### src/rtl/bitop_reg_pkg.sv
package bitop_reg_pkg;
  // Word offset within the four-word window selects the operation
  typedef enum logic [1:0] {
    OP_STORE = 2'd0,
    OP_CLEAR = 2'd1,
    OP_SET   = 2'd2,
    OP_FLIP  = 2'd3
  } bitop_e;

  localparam int unsigned SEL_W = 2;
endpackage

### src/rtl/bitop_reg_decode.sv
module bitop_reg_decode
  import bitop_reg_pkg::*;
#(
  parameter int unsigned ADDR_W = 12,
  parameter logic [ADDR_W-1:0] BASE_WORD = 12'h040
) (
  input  logic              clk,
  input  logic              rst_n,
  input  logic [ADDR_W-1:0] addr,
  input  logic              wr_en,
  output logic              hit,
  output bitop_e            op,
  output logic              wr_pulse
);
  logic en_q, en_d;

  always_comb begin
    hit = (addr[ADDR_W-1:SEL_W] == BASE_WORD[ADDR_W-1:SEL_W]);
    op  = bitop_e'(addr[SEL_W-1:0]);
    en_d = wr_en;
    wr_pulse = wr_en & ~en_q & hit;
  end

  always_ff @(posedge clk or negedge rst_n) begin
    if (!rst_n) en_q <= 1'b0;
    else        en_q <= en_d;
  end

  AST_SINGLE_APPLY: assert property (@(posedge clk) disable iff (!rst_n)
    wr_pulse |=> !wr_pulse);
  AST_HELD_NO_PULSE: assert property (@(posedge clk) disable iff (!rst_n)
    (wr_en && $past(wr_en)) |-> !wr_pulse);
endmodule

### src/rtl/bitop_reg_alu.sv
module bitop_reg_alu
  import bitop_reg_pkg::*;
#(
  parameter int unsigned DATA_W = 32
) (
  input  bitop_e            op,
  input  logic [DATA_W-1:0] cur,
  input  logic [DATA_W-1:0] mask,
  output logic [DATA_W-1:0] nxt
);
  always_comb begin
    unique case (op)
      OP_STORE: nxt = mask;
      OP_CLEAR: nxt = cur & ~mask;
      OP_SET:   nxt = cur | mask;
      OP_FLIP:  nxt = cur ^ mask;
      default:  nxt = cur;
    endcase
  end
endmodule

### src/rtl/bitop_reg.sv
module bitop_reg
  import bitop_reg_pkg::*;
#(
  parameter int unsigned DATA_W = 32,
  parameter int unsigned ADDR_W = 12,
  parameter logic [ADDR_W-1:0] BASE_WORD = 12'h040
) (
  input  logic              clk,
  input  logic              rst_n,
  input  logic [ADDR_W-1:0] addr,
  input  logic              wr_en,
  input  logic [DATA_W-1:0] wr_data,
  output logic [DATA_W-1:0] rd_data,
  output logic [DATA_W-1:0] reg_out
);
  logic              hit;
  bitop_e            op;
  logic              wr_pulse;
  logic [DATA_W-1:0] val_q, val_d;

  bitop_reg_decode #(.ADDR_W(ADDR_W), .BASE_WORD(BASE_WORD)) u_dec (
    .clk(clk), .rst_n(rst_n), .addr(addr), .wr_en(wr_en),
    .hit(hit), .op(op), .wr_pulse(wr_pulse)
  );

  bitop_reg_alu #(.DATA_W(DATA_W)) u_alu (
    .op(op), .cur(val_q), .mask(wr_data), .nxt(val_d)
  );

  always_ff @(posedge clk or negedge rst_n) begin
    if (!rst_n)        val_q <= '0;
    else if (wr_pulse) val_q <= val_d;
  end

  always_comb begin
    reg_out = val_q;
    rd_data = (hit && op == OP_STORE) ? val_q : '0;
  end

  AST_STORE: assert property (@(posedge clk) disable iff (!rst_n)
    (wr_pulse && op == OP_STORE) |=> reg_out == $past(wr_data));
  AST_CLEAR: assert property (@(posedge clk) disable iff (!rst_n)
    (wr_pulse && op == OP_CLEAR) |=> (reg_out & $past(wr_data)) == '0);
  AST_SET: assert property (@(posedge clk) disable iff (!rst_n)
    (wr_pulse && op == OP_SET) |=> (reg_out & $past(wr_data)) == $past(wr_data));
  AST_FLIP: assert property (@(posedge clk) disable iff (!rst_n)
    (wr_pulse && op == OP_FLIP) |=> reg_out == ($past(reg_out) ^ $past(wr_data)));
  AST_UNTOUCHED: assert property (@(posedge clk) disable iff (!rst_n)
    (wr_pulse && op != OP_STORE) |=>
      ((reg_out ^ $past(reg_out)) & ~$past(wr_data)) == '0);
  AST_HOLD: assert property (@(posedge clk) disable iff (!rst_n)
    !wr_pulse |=> $stable(reg_out));
  AST_ALIAS_READ_ZERO: assert property (@(posedge clk) disable iff (!rst_n)
    (op != OP_STORE || !hit) |-> rd_data == '0);
endmodule

### config.mk
export PLATFORM = sky130hd
export DESIGN_NAME = bitop_reg
export DESIGN_NICKNAME = d
export VERILOG_FILES = /design/src/rtl/bitop_reg_pkg.sv /design/src/rtl/bitop_reg_decode.sv /design/src/rtl/bitop_reg_alu.sv /design/src/rtl/bitop_reg.sv
export SDC_FILE = /design/constraint.sdc
export NUM_CORES = 1
export LEC_CHECK = 0
export BUFFER_PORTS_ARGS = -buffer_cell sky130_fd_sc_hd__buf_2
export CAP_MARGIN = 20
export CORE_ASPECT_RATIO = 0.6
export CORE_MARGIN = 2
export CORE_UTILIZATION = 53
export DETAILED_ROUTE_END_ITERATION = 8
export PLACE_DENSITY_LB_ADDON = 0.12
export SYNTH_ARGS = -nofsm -noshare
export SYNTH_HDL_FRONTEND = slang
export SYNTH_SLANG_ARGS = --single-unit
### constraint.sdc
create_clock -name clk -period 1.7 [get_ports clk]
set_input_delay 0.34 -clock clk [delete_from_list [all_inputs] [get_ports clk]]
set_output_delay 0.34 -clock clk [all_outputs]
set_load 0.03 [all_outputs]
==> run metrics <==
synth-to-layout area growth=33.6%; combinational share of power=0.188; total power after layout=between 2 and 2.5 mW; floorplan row count=23; worst slew margin relative to its limit=0.602; CTS clock-pin slew for the worst setup and hold paths=about 0.05 ns; first-pass detailed-route iteration total=4; synthesis warning total=0; Worst Path Required=around 1.4 ns; register-to-register setup slack=roughly 0.10 ns; final cell count without fillers=~520; number of nets in the finished design=roughly 540; Mapped Avg Cell Area=11.7 µm²; clock power share=0.441; TritonCTS clock tree=done; setup slack after layout=-0.113 ns; multiplexer area fraction after synthesis=0.334; via count of the first global-routing pass=about 2.8k; cell depth of the worst flop-to-flop path=4; final-layout worst hold slack=0.0642 ns; total gr overflow=0; final clock period utilization by the worst path=1.07; pin count of the biggest net entering global routing=26; aggregate global-route resource usage=0.219; biggest area contributors in the synthesized netlist=sky130_fd_sc_hd__dfrtp_1 (23%), sky130_fd_sc_hd__ha_1 (22%), sky130_fd_sc_hd__mux4_2 (16%); number of antenna violations at the first check in global routing=0; average wire length per cell after detail routing=roughly 15 µm; htree depth=2; ordered cell list for the critical path=buf_6 -> nor4_4 -> and4_4 -> buf_6 -> and2_2 -> buf_6; critical path data arrival time=1.47 ns; Least-Margin Pin Slew=0.597 ns; most prevalent standard cell on the critical path=sky130_fd_sc_hd__buf_6; placer congestion estimate=0.694; fraction of final layout cells sized beyond drive strength 1=0.601; Starting DRT DRC Count=52; share of async-settable or async-resettable flops after synthesis=1.00; HP Class=input port to async pin; maximum clock rate=552 MHz; Hold Violations, Final=0; delay of the slowest cell on the worst path=between 0.3 and 0.4 ns; post-synthesis adder-cell area fraction=0.220; total power density per cell area=445 nW/µm²; synthesized-area fraction occupied by and/or/nand/nor cells=0.0795; number of library cell types mapped by synthesis=17; total number of clock tree sinks=33; number of inserted filler cells in the final layout=484; Mapped Nets=421; latest clock arrival within the worst-skew pair=0.28 ns; EDFF count, synth=0; hpwl dp=5730 µm; synthesized-area fraction occupied by ao, oa, aoi and oai cells=0; via density per instance=5.02; DP Cell Count=510; reg2reg start=reg_out[3]$_DFFE_PN0P_; post-synthesis sequential element count=33; Pins Over Slew Limit=0; share of the yosys chip area belonging to registers=0.227; outcome=finished, violations left; Initial Util=0.547; die width=111 µm; area of the core region=~6600 µm²; total wire length=7660 µm; Buf+Inv Stages, Crit Path=3; Net Sw Power=0.523 mW; leading post-synthesis cells by instance count=sky130_fd_sc_hd__inv_1 (96), sky130_fd_sc_hd__ha_1 (64), sky130_fd_sc_hd__dfrtp_1 (33); cell taking the most area after synthesis=sky130_fd_sc_hd__dfrtp_1; root cell of the clock tree=sky130_fd_sc_hd__clkbuf_16; count of antenna-violating nets left after detailed routing=0; startpoint-to-endpoint class of the critical path=input port to output pin; RSZ-0062 raised after global routing=yes; maximum fanout encountered on the critical timing path=9; number of diodes=0; total of hold buffers inserted after clock tree synthesis=0; CTS max path bufs=2; combinational family with the most area after synthesis=multiplexers; total of endpoints with negative setup slack in the final report=32; xor and xnor area share after synthesis=0; min Tclk post-route=around 1.8 ns; I/O pin count=111; count of input and output buffers=110; main flop type after synthesis=sky130_fd_sc_hd__dfrtp_1; CTS buffer count=5; number of vias after detailed routing=roughly 2.6k; endpoint type of the worst setup path=output pin; area of the mapped netlist=3640 µm²; critical-path cell with the highest stage delay=sky130_fd_sc_hd__and4_4; Largest delay share family, worst path=simple AND/OR/NAND/NOR gates; share of power burned in registers=0.371; Max Cap Viol=0; Gate Count Post-Synth=310; Leakage=about 2.7 nW; area enclosed by the die boundary=about 7600 µm²; Die Span Y=68.2 µm; internal power=1.64 mW; global-route wire length before repair=approximately 13,000 µm; area share of the largest cell type after synthesis=0.227; sw frac=0.242; terminus of the critical flop-to-flop path=reg_out[3]$_DFFE_PN0P_; Residual DRC=0; count leader, synth=sky130_fd_sc_hd__inv_1; violated checks=negative setup slack; setup skew after layout=0.00229 ns; category of the worst setup path launch point=input port; Worst VDD drop=306 µV
[metal layers]
metal  wire [µm]  share of wire  GRT usage  up-vias
li1            -              -          -     1251
met1        3290           0.43      0.259     1280
met2        3850           0.50      0.415       74
met3         414          0.054     0.0478       11
met4          99          0.013     0.0641        0
met5           0              0          0        -
[power groups by stage]
stage | logic, mW | clock network (mW) | registers [mW]
global route | 0.455 | 1.01 | 0.802
detailed placement | 0.403 | 0 | 0.815
global placement | 0.380 | 0 | 0.814
CTS | 0.412 | 0.970 | 0.801
floorplan | 0.252 | 0 | 0.823
finish | 0.406 | 0.952 | 0.801
[cell usage in the layout (no fill, tap or decap), types with 2 or more instances in the layout]
cell	instances
sky130_fd_sc_hd__ha_1	64
sky130_fd_sc_hd__inv_1	96
sky130_fd_sc_hd__and2_2	21
sky130_fd_sc_hd__clkbuf_8	2
sky130_fd_sc_hd__mux2_2	2
sky130_fd_sc_hd__buf_6	39
sky130_fd_sc_hd__mux4_1	6
sky130_fd_sc_hd__dfrtp_1	3
sky130_fd_sc_hd__buf_2	74
sky130_fd_sc_hd__clkbuf_16	5
sky130_fd_sc_hd__nor2b_1	2
sky130_fd_sc_hd__buf_4	11
sky130_fd_sc_hd__dfrtp_2	30
sky130_fd_sc_hd__nor4_4	2
sky130_fd_sc_hd__buf_12	5
sky130_fd_sc_hd__and2_4	10
sky130_fd_sc_hd__mux4_2	26
sky130_fd_sc_hd__mux2_4	30
[through the flow]
step | util | area, µm² | setup TNS, ns | worst slack (ns)
global route | 0.731 | 4860 | -4.33 | -0.156
detailed placement | 0.664 | 4420 | -6.30 | -0.218
floorplan | - | 3710 | 0 | 0.00622
finish | 0.731 | 4860 | -2.98 | -0.113
global placement | 0.664 | 4420 | -6.01 | -0.205
CTS | 0.728 | 4840 | -2.97 | -0.112
[worst max path at each step]
stage | start | to | slack (ns) | cells past startpoint
2_1_floorplan | reg_out[16]$_DFFE_PN0P_ | reg_out[16]$_DFFE_PN0P_ | 0.006 | 4
3_3_place_gp | addr[3] | rd_data[11] | -0.21 | 6
3_5_place_dp | addr[3] | rd_data[3] | -0.22 | 6
4_1_cts | addr[3] | rd_data[18] | -0.11 | 6
5_1_grt | addr[3] | rd_data[12] | -0.16 | 6
6_report | addr[3] | rd_data[13] | -0.11 | 6
[cell type report]
class / count / area (µm²) / area share
clock buffers: 7 / 153 / 0.0314
clock inverters: 1 / 5.00 / 0.00103
inverters: 96 / 360 / 0.0742
multi-input cells: 167 / 2360 / 0.486
flip-flops and latches: 33 / 863 / 0.178
well taps: 87 / 109 / 0.0224
repair buffers: 130 / 1010 / 0.207
[logic make-up (layout without fill, tap and decap cells)]
group         after synthesis  count (layout)
buf+inv                   110             234
fa+ha+maj                  64              64
mux                        64              64
simple gates               39              39
flops                      33              33
[repair_timing]
| action | CTS | global route |
|---|---|---|
| setup endpoints to repair | 32 | 33 |
| gates cloned | 1 | 0 |
| setup buffers | 0 | 2 |
| gates resized for setup | 85 | 0 |
| hold endpoints to repair | 0 | 0 |
| pin swaps | 1 | 0 |
[registers in the layout, indices dropped and copies added, names as in the netlist]
name and count:
reg_out 32, u_dec.en_q 1
[worst reg2reg max path, stage by stage (launching register included)]
cell and delay [ns]:
sky130_fd_sc_hd__dfrtp_2 0.41, sky130_fd_sc_hd__inv_1 0.05, sky130_fd_sc_hd__ha_1 0.26, sky130_fd_sc_hd__mux4_2 0.48, sky130_fd_sc_hd__mux2_4 0.28
No activity file was read; power rests on OpenSTA's default activity.
